### src/rtl/sar_pkg.sv
package sar_pkg;
  typedef enum logic [1:0] {
    ST_IDLE = 2'd0,
    ST_CONV = 2'd1,
    ST_DONE = 2'd2,
    ST_CLR  = 2'd3
  } sar_state_t;
endpackage

### src/rtl/sar_sync.sv
module sar_sync #(
  parameter int WIDTH  = 2,
  parameter int STAGES = 2
) (
  input  logic             clk,
  input  logic             rst_n,
  input  logic [WIDTH-1:0] async_i,
  output logic [WIDTH-1:0] sync_o
);
  // Inactive level of the active-low strobes is 1.
  for (genvar g = 0; g < WIDTH; g++) begin : g_bit
    logic [STAGES-1:0] shreg;
    always_ff @(posedge clk or negedge rst_n) begin
      if (!rst_n) shreg <= '1;
      else        shreg <= {shreg[STAGES-2:0], async_i[g]};
    end
    assign sync_o[g] = shreg[STAGES-1];
  end
endmodule

### src/rtl/sar_seq.sv
module sar_seq #(
  parameter int WIDTH = 8
) (
  input  logic             clk,
  input  logic             rst_n,
  input  logic             load_mid,
  input  logic             step,
  input  logic             cmp_above,
  output logic [WIDTH-1:0] code,
  output logic             at_lsb
);
  localparam logic [WIDTH-1:0] MID = {1'b1, {(WIDTH-1){1'b0}}};

  logic [WIDTH-1:0] code_q;
  logic [WIDTH-1:0] ptr_q;   // one-hot marker of the bit under trial

  // Decide the current bit, then raise the next lower one.
  function automatic logic [WIDTH-1:0] next_trial(
    input logic [WIDTH-1:0] cur,
    input logic [WIDTH-1:0] ptr,
    input logic             above
  );
    logic [WIDTH-1:0] kept;
    kept = above ? (cur & ~ptr) : cur;
    return kept | (ptr >> 1);
  endfunction

  always_ff @(posedge clk or negedge rst_n) begin
    if (!rst_n) begin
      code_q <= '0;
      ptr_q  <= '0;
    end else if (load_mid) begin
      code_q <= MID;
      ptr_q  <= MID;
    end else if (step) begin
      code_q <= next_trial(code_q, ptr_q, cmp_above);
      ptr_q  <= ptr_q >> 1;
    end
  end

  assign code   = code_q;
  assign at_lsb = ptr_q[0];

  AST_MID_LOAD: assert property (@(posedge clk) disable iff (!rst_n)
    load_mid |=> (code_q == MID));

  AST_STEP_LOCAL: assert property (@(posedge clk) disable iff (!rst_n)
    (step && !load_mid) |=> (((code_q ^ $past(code_q)) &
      ~($past(ptr_q) | ($past(ptr_q) >> 1))) == '0));
endmodule

### src/rtl/sar_ctrl.sv
module sar_ctrl
  import sar_pkg::*;
(
  input  logic clk,
  input  logic rst_n,
  input  logic cs_lo,
  input  logic rd_rise,
  input  logic conv_en,
  input  logic at_lsb,
  output logic load_mid,
  output logic step,
  output logic busy_n,
  output logic done
);
  sar_state_t state_q, state_d;

  always_comb begin
    state_d  = state_q;
    load_mid = 1'b0;
    step     = 1'b0;
    unique case (state_q)
      ST_DONE: if (rd_rise) state_d = ST_CLR;
      ST_CLR: begin
        if (conv_en) begin
          load_mid = 1'b1;
          state_d  = ST_IDLE;
        end
      end
      ST_IDLE: if (cs_lo) state_d = ST_CONV;
      ST_CONV: begin
        if (conv_en) begin
          step = 1'b1;
          if (at_lsb) state_d = ST_DONE;
        end
      end
      default: state_d = ST_DONE;
    endcase
  end

  // Power-up lands in the finished state: a dummy read re-arms it.
  always_ff @(posedge clk or negedge rst_n) begin
    if (!rst_n) state_q <= ST_DONE;
    else        state_q <= state_d;
  end

  assign busy_n = (state_q != ST_CONV);
  assign done   = (state_q == ST_DONE);

  AST_DONE_AFTER_LSB: assert property (@(posedge clk) disable iff (!rst_n)
    $rose(busy_n) |-> $past(at_lsb && conv_en));

  AST_CONV_HOLDS: assert property (@(posedge clk) disable iff (!rst_n)
    (!busy_n && !(at_lsb && conv_en)) |=> !busy_n);

  AST_START_FROM_IDLE: assert property (@(posedge clk) disable iff (!rst_n)
    $fell(busy_n) |-> ($past(state_q) == ST_IDLE && $past(cs_lo)));
endmodule

### src/rtl/sar_bus_ctrl.sv
module sar_bus_ctrl #(
  parameter int WIDTH       = 8,
  parameter int SYNC_STAGES = 2
) (
  input  logic             clk,
  input  logic             rst_n,
  input  logic             cs_n,
  input  logic             rd_n,
  input  logic             conv_en,
  input  logic             cmp_above,
  output logic [WIDTH-1:0] trial_code,
  output logic             busy_n,
  output logic [WIDTH-1:0] data_o,
  output logic             data_oe
);
  logic [1:0] strobe_s;
  logic       cs_n_s, rd_n_s;
  logic       cs_n_d, rd_n_d;
  logic       rd_rise;
  logic       load_mid, step, at_lsb, done;

  sar_sync #(.WIDTH(2), .STAGES(SYNC_STAGES)) u_sync (
    .clk     (clk),
    .rst_n   (rst_n),
    .async_i ({cs_n, rd_n}),
    .sync_o  (strobe_s)
  );
  assign cs_n_s = strobe_s[1];
  assign rd_n_s = strobe_s[0];

  always_ff @(posedge clk or negedge rst_n) begin
    if (!rst_n) begin
      cs_n_d <= 1'b1;
      rd_n_d <= 1'b1;
    end else begin
      cs_n_d <= cs_n_s;
      rd_n_d <= rd_n_s;
    end
  end

  // Read released while select was low in the previous cycle; this also
  // catches both strobes rising together.
  assign rd_rise = rd_n_s && !rd_n_d && !cs_n_d;

  sar_ctrl u_ctrl (
    .clk      (clk),
    .rst_n    (rst_n),
    .cs_lo    (!cs_n_s),
    .rd_rise  (rd_rise),
    .conv_en  (conv_en),
    .at_lsb   (at_lsb),
    .load_mid (load_mid),
    .step     (step),
    .busy_n   (busy_n),
    .done     (done)
  );

  sar_seq #(.WIDTH(WIDTH)) u_seq (
    .clk       (clk),
    .rst_n     (rst_n),
    .load_mid  (load_mid),
    .step      (step),
    .cmp_above (cmp_above),
    .code      (trial_code),
    .at_lsb    (at_lsb)
  );

  assign data_oe = !cs_n_s && !rd_n_s && done;
  assign data_o  = data_oe ? trial_code : '0;

  AST_OE_NEEDS_READY: assert property (@(posedge clk) disable iff (!rst_n)
    data_oe |-> busy_n);
endmodule

### config.mk
export PLATFORM = sky130hd
export DESIGN_NAME = sar_bus_ctrl
export DESIGN_NICKNAME = d
export VERILOG_FILES = /design/src/rtl/sar_pkg.sv /design/src/rtl/sar_sync.sv /design/src/rtl/sar_seq.sv /design/src/rtl/sar_ctrl.sv /design/src/rtl/sar_bus_ctrl.sv
export SDC_FILE = /design/constraint.sdc
export NUM_CORES = 1
export LEC_CHECK = 0
export ABC_AREA = 0
export BUFFER_PORTS_ARGS = -buffer_cell sky130_fd_sc_hd__buf_2
export CAP_MARGIN = 20
export CORE_ASPECT_RATIO = 0.8
export CORE_UTILIZATION = 35
export CTS_BUF_LIST = sky130_fd_sc_hd__clkbuf_8 sky130_fd_sc_hd__clkbuf_16
export DETAILED_ROUTE_END_ITERATION = 16
export GPL_ROUTABILITY_DRIVEN = 1
export GPL_TIMING_DRIVEN = 0
export PLACE_DENSITY = 0.62
export SYNTH_ARGS = -nofsm -noshare
export SYNTH_HDL_FRONTEND = slang
export SYNTH_SLANG_ARGS = --single-unit
export TNS_END_PERCENT = 20
### constraint.sdc
create_clock -name clk -period 2.5 [get_ports clk]
set_clock_uncertainty 0.15 [all_clocks]
set_input_delay 0.125 -clock clk [delete_from_list [all_inputs] [get_ports clk]]
set_output_delay 0.125 -clock clk [all_outputs]
set_load 0.05 [all_outputs]
==> results.md <==
* Post-synthesis sequential area ratio at 0.557
* DRT Wirelength at ~2.3 mm
* Num Clock Sinks at 24
* Hold path start: conv_en
* P per Cell Area at 1380 nW/um2
* Synth area leaders: dfrtp_1 (39%), dfstp_2 (17%), a32o_1 (6.4%)
* Post-CTS Repair Setup Buffers at 0
* Fmax at roughly 460 MHz
* Dpl cells at 159
* Pre-CTS setup slack at ~410 ps
* WL/cell at 13.9 um
* First-pass GRT wire length at 3.78 mm
* Cell Rows at 17
* Die Y at 52.0 um
* #FFs+latches synth at 24
* Worst path arrival time at ~1900 ps
* Drt via density at between 4 and 5
* Clk buf depth at 2
* TritonCTS Buffers at 3
* DRT iter0 DRCs at 28
* DPL Wire Length at ~1.6 mm
* Pins over their slew limit at 0
* Min-delay worst type: in2reg
* Area of the multi-input gates at 429 um2
* Crit-path slowest cell: dfstp_2
* Most frequent cells in the layout: buf_2 (25), dfrtp_1 (17), nand2_1 (16)
* Final Worst Setup Slack at 316 ps
* Largest net degree at the start of global routing at 25
* Syn nets at ~110
* Layout area overhead at 24.3%
* CTS HTree Levels at 1
* Most common cell after layout, fill and taps aside: buf_2
* Outcome: finished, final reports clean
* Worst-margin pin slew at approximately 540 ps
* Setup CP Type: reg2out
* Layout cells sized above 1 at 0.344
* Die width at 64.5 um
* Final period utilization at 0.874
* Vias in the first global route at about 760
* Avg Synthesized Cell Area at between 10 and 15 um2
* Clk_lat worst skew at between 200 and 300 ps
* CP Data Required Time at between 2000 and 2500 ps
* Critical path origin: u_ctrl.state_q[1]
* Routed vias at 813
* Worst Setup Start Kind: flip-flop
* PortBufs at 23
* Non-Filler Instances at about 170
* Fin nets at around 140
* GRT Overall Usage at 0.156
* Leading area contributor after synthesis: dfrtp_1
* CTS tree: built
* Max-cap violations at 0
* Synth Warn # at 0
* GP Congestion at roughly 0.75
* Max incr delay on CP at between 500 and 600 ps
* Final-layout fill cell count at 284
* Worst path cell trace: ha_1 -> nand2b_1 -> nor2_2 -> and2_1 -> buf_2
* Top-level I/O count at 24
* Synth cell types at 22
* Initial Util at 0.381
* Dpl cell area at roughly 1300 um2
* Post-DRT Antenna Nets at 0
* Crit-path max FO at 9
* DRT Pass-1 Iters at 4
* Area share of the largest cell type after synthesis at 0.389
* Endpoints failing setup at 0
* Mapped Area at ~1100 um2
* Hold Violations, Final at 0
* R2R Path Start: u_ctrl.state_q[1]
* Initial antenna violation count at 0
* Final Util at 0.474
* Gate Count Post-Synth at 98
* Die Area at 3360 um2
* Pleak at between 0.6 and 0.7 nW
* Crit. End Element: primary output
* Clk slew on worst S/H paths at 90 ps
* ANT cells at 0
* Final min period at 2180 ps
* DRC at 0
* Core Box Area at about 2900 um2
* Slew headroom at 0.642
* Overflow after GRT at 0
* Worst VDD drop at between 0.0007 and 0.0008 V
* Root buf cell: clkbuf_8
* Design Area, Final at between 1000 and 1500 um2
* Post-Route Setup TNS at 0 ps
* Unrepaired setup endpoints after global routing: false
* Register area at ~610 um2
-- layer usage --
layer / vias to the layer above / track usage / part of all wire
met3: 0 / 0.0526 / 0.047
li1: 403 / - / -
met2: 22 / 0.240 / 0.44
met4: 0 / 0.0333 / 0
met1: 388 / 0.214 / 0.52
met5: - / 0 / 0
-- cell families after synthesis --
| family | synth area share |
|---|---|
| AND/OR/NAND/NOR | 0.143 |
| AO/OA/AOI/OAI | 0.187 |
| flip-flops | 0.557 |
| buffers and inverters | 0.0537 |
| adder cells (fa/ha/maj) | 0.0457 |
| multiplexers | 0.0137 |
-- state kept, by name (all words and copies together), names as in the netlist --
signal and flops:
u_seq.code 8, u_seq.ptr_q 8, u_sync.g_bit.shreg 4, u_ctrl.state_q 2, cs_n_d 1, rd_n_d 1
-- Yosys cell counts (all sizes together) --
library cell and count:
nor2 3, buf 3, clkinv 1, o211a 1
ha 4, nor2b 1, inv 9, dfrtp 17
o22ai 7, a22oi 8, a32o 7, nand4 1
nand2 16, o21ai 1, and2 9, a21oi 1
dfstp 7, mux2 1, nand2b 1
-- worst paths after layout --
| path | end | slack, ps | cells past startpoint |
|---|---|---|---|
| worst max register to register | u_seq.code[5] | 650 | 4 |
| worst min-delay path | u_seq.ptr_q[4] | 100 | 3 |
| worst min register to register | u_sync.g_bit[1].shreg[1] | 210 | 0 |
| min in group asynchronous | u_seq.code[0] | 220 | 2 |
| max in group asynchronous | u_sync.g_bit[1].shreg[0] | 1620 | 2 |
| worst max-delay path | data_o[3] | 320 | 5 |
-- timing repair --
item	4_1_cts	5_1_grt
hold endpoints to repair	19	0
resized for setup	0	1
setup endpoints to repair	0	3
hold buffers	3	0
-- worst max-delay path, delay by kind of cell, from the launching register on --
kind | cells | cell delay, ps
adder cells (fa/ha/maj) | 1 | 200
buffers and inverters | 1 | 250
AND/OR/NAND/NOR | 3 | 620
flip-flops | 1 | 570
-- stage by stage --
| step | hold WS, ps | power, mW |
|---|---|---|
| detailed placement | -15.6 | 1.53 |
| global route | 101 | 1.99 |
| CTS | 87.8 | 1.88 |
| floorplan | -321 | 1.33 |
| finish | 95.4 | 1.87 |
| global placement | -23.4 | 1.50 |
-- layout make-up --
type / count / share of cell area
flip-flops and latches: 24 / 0.448
inverters: 10 / 0.0276
well taps: 38 / 0.0349
plain buffers: 3 / 0.0156
repair buffers: 26 / 0.107
clock buffers: 3 / 0.0303
multi-input cells: 61 / 0.315
clock inverters: 1 / 0.0221
-- where the power goes --
part / internal, mW / switching, mW / total (mW) / leakage (nW)
sequential: 0.544 / 0.137 / 0.681 / 0.281
combinational: 0.305 / 0.548 / 0.853 / 0.344
clock: 0.214 / 0.126 / 0.340 / 0.0357
Power figures use the tool's default switching activity.
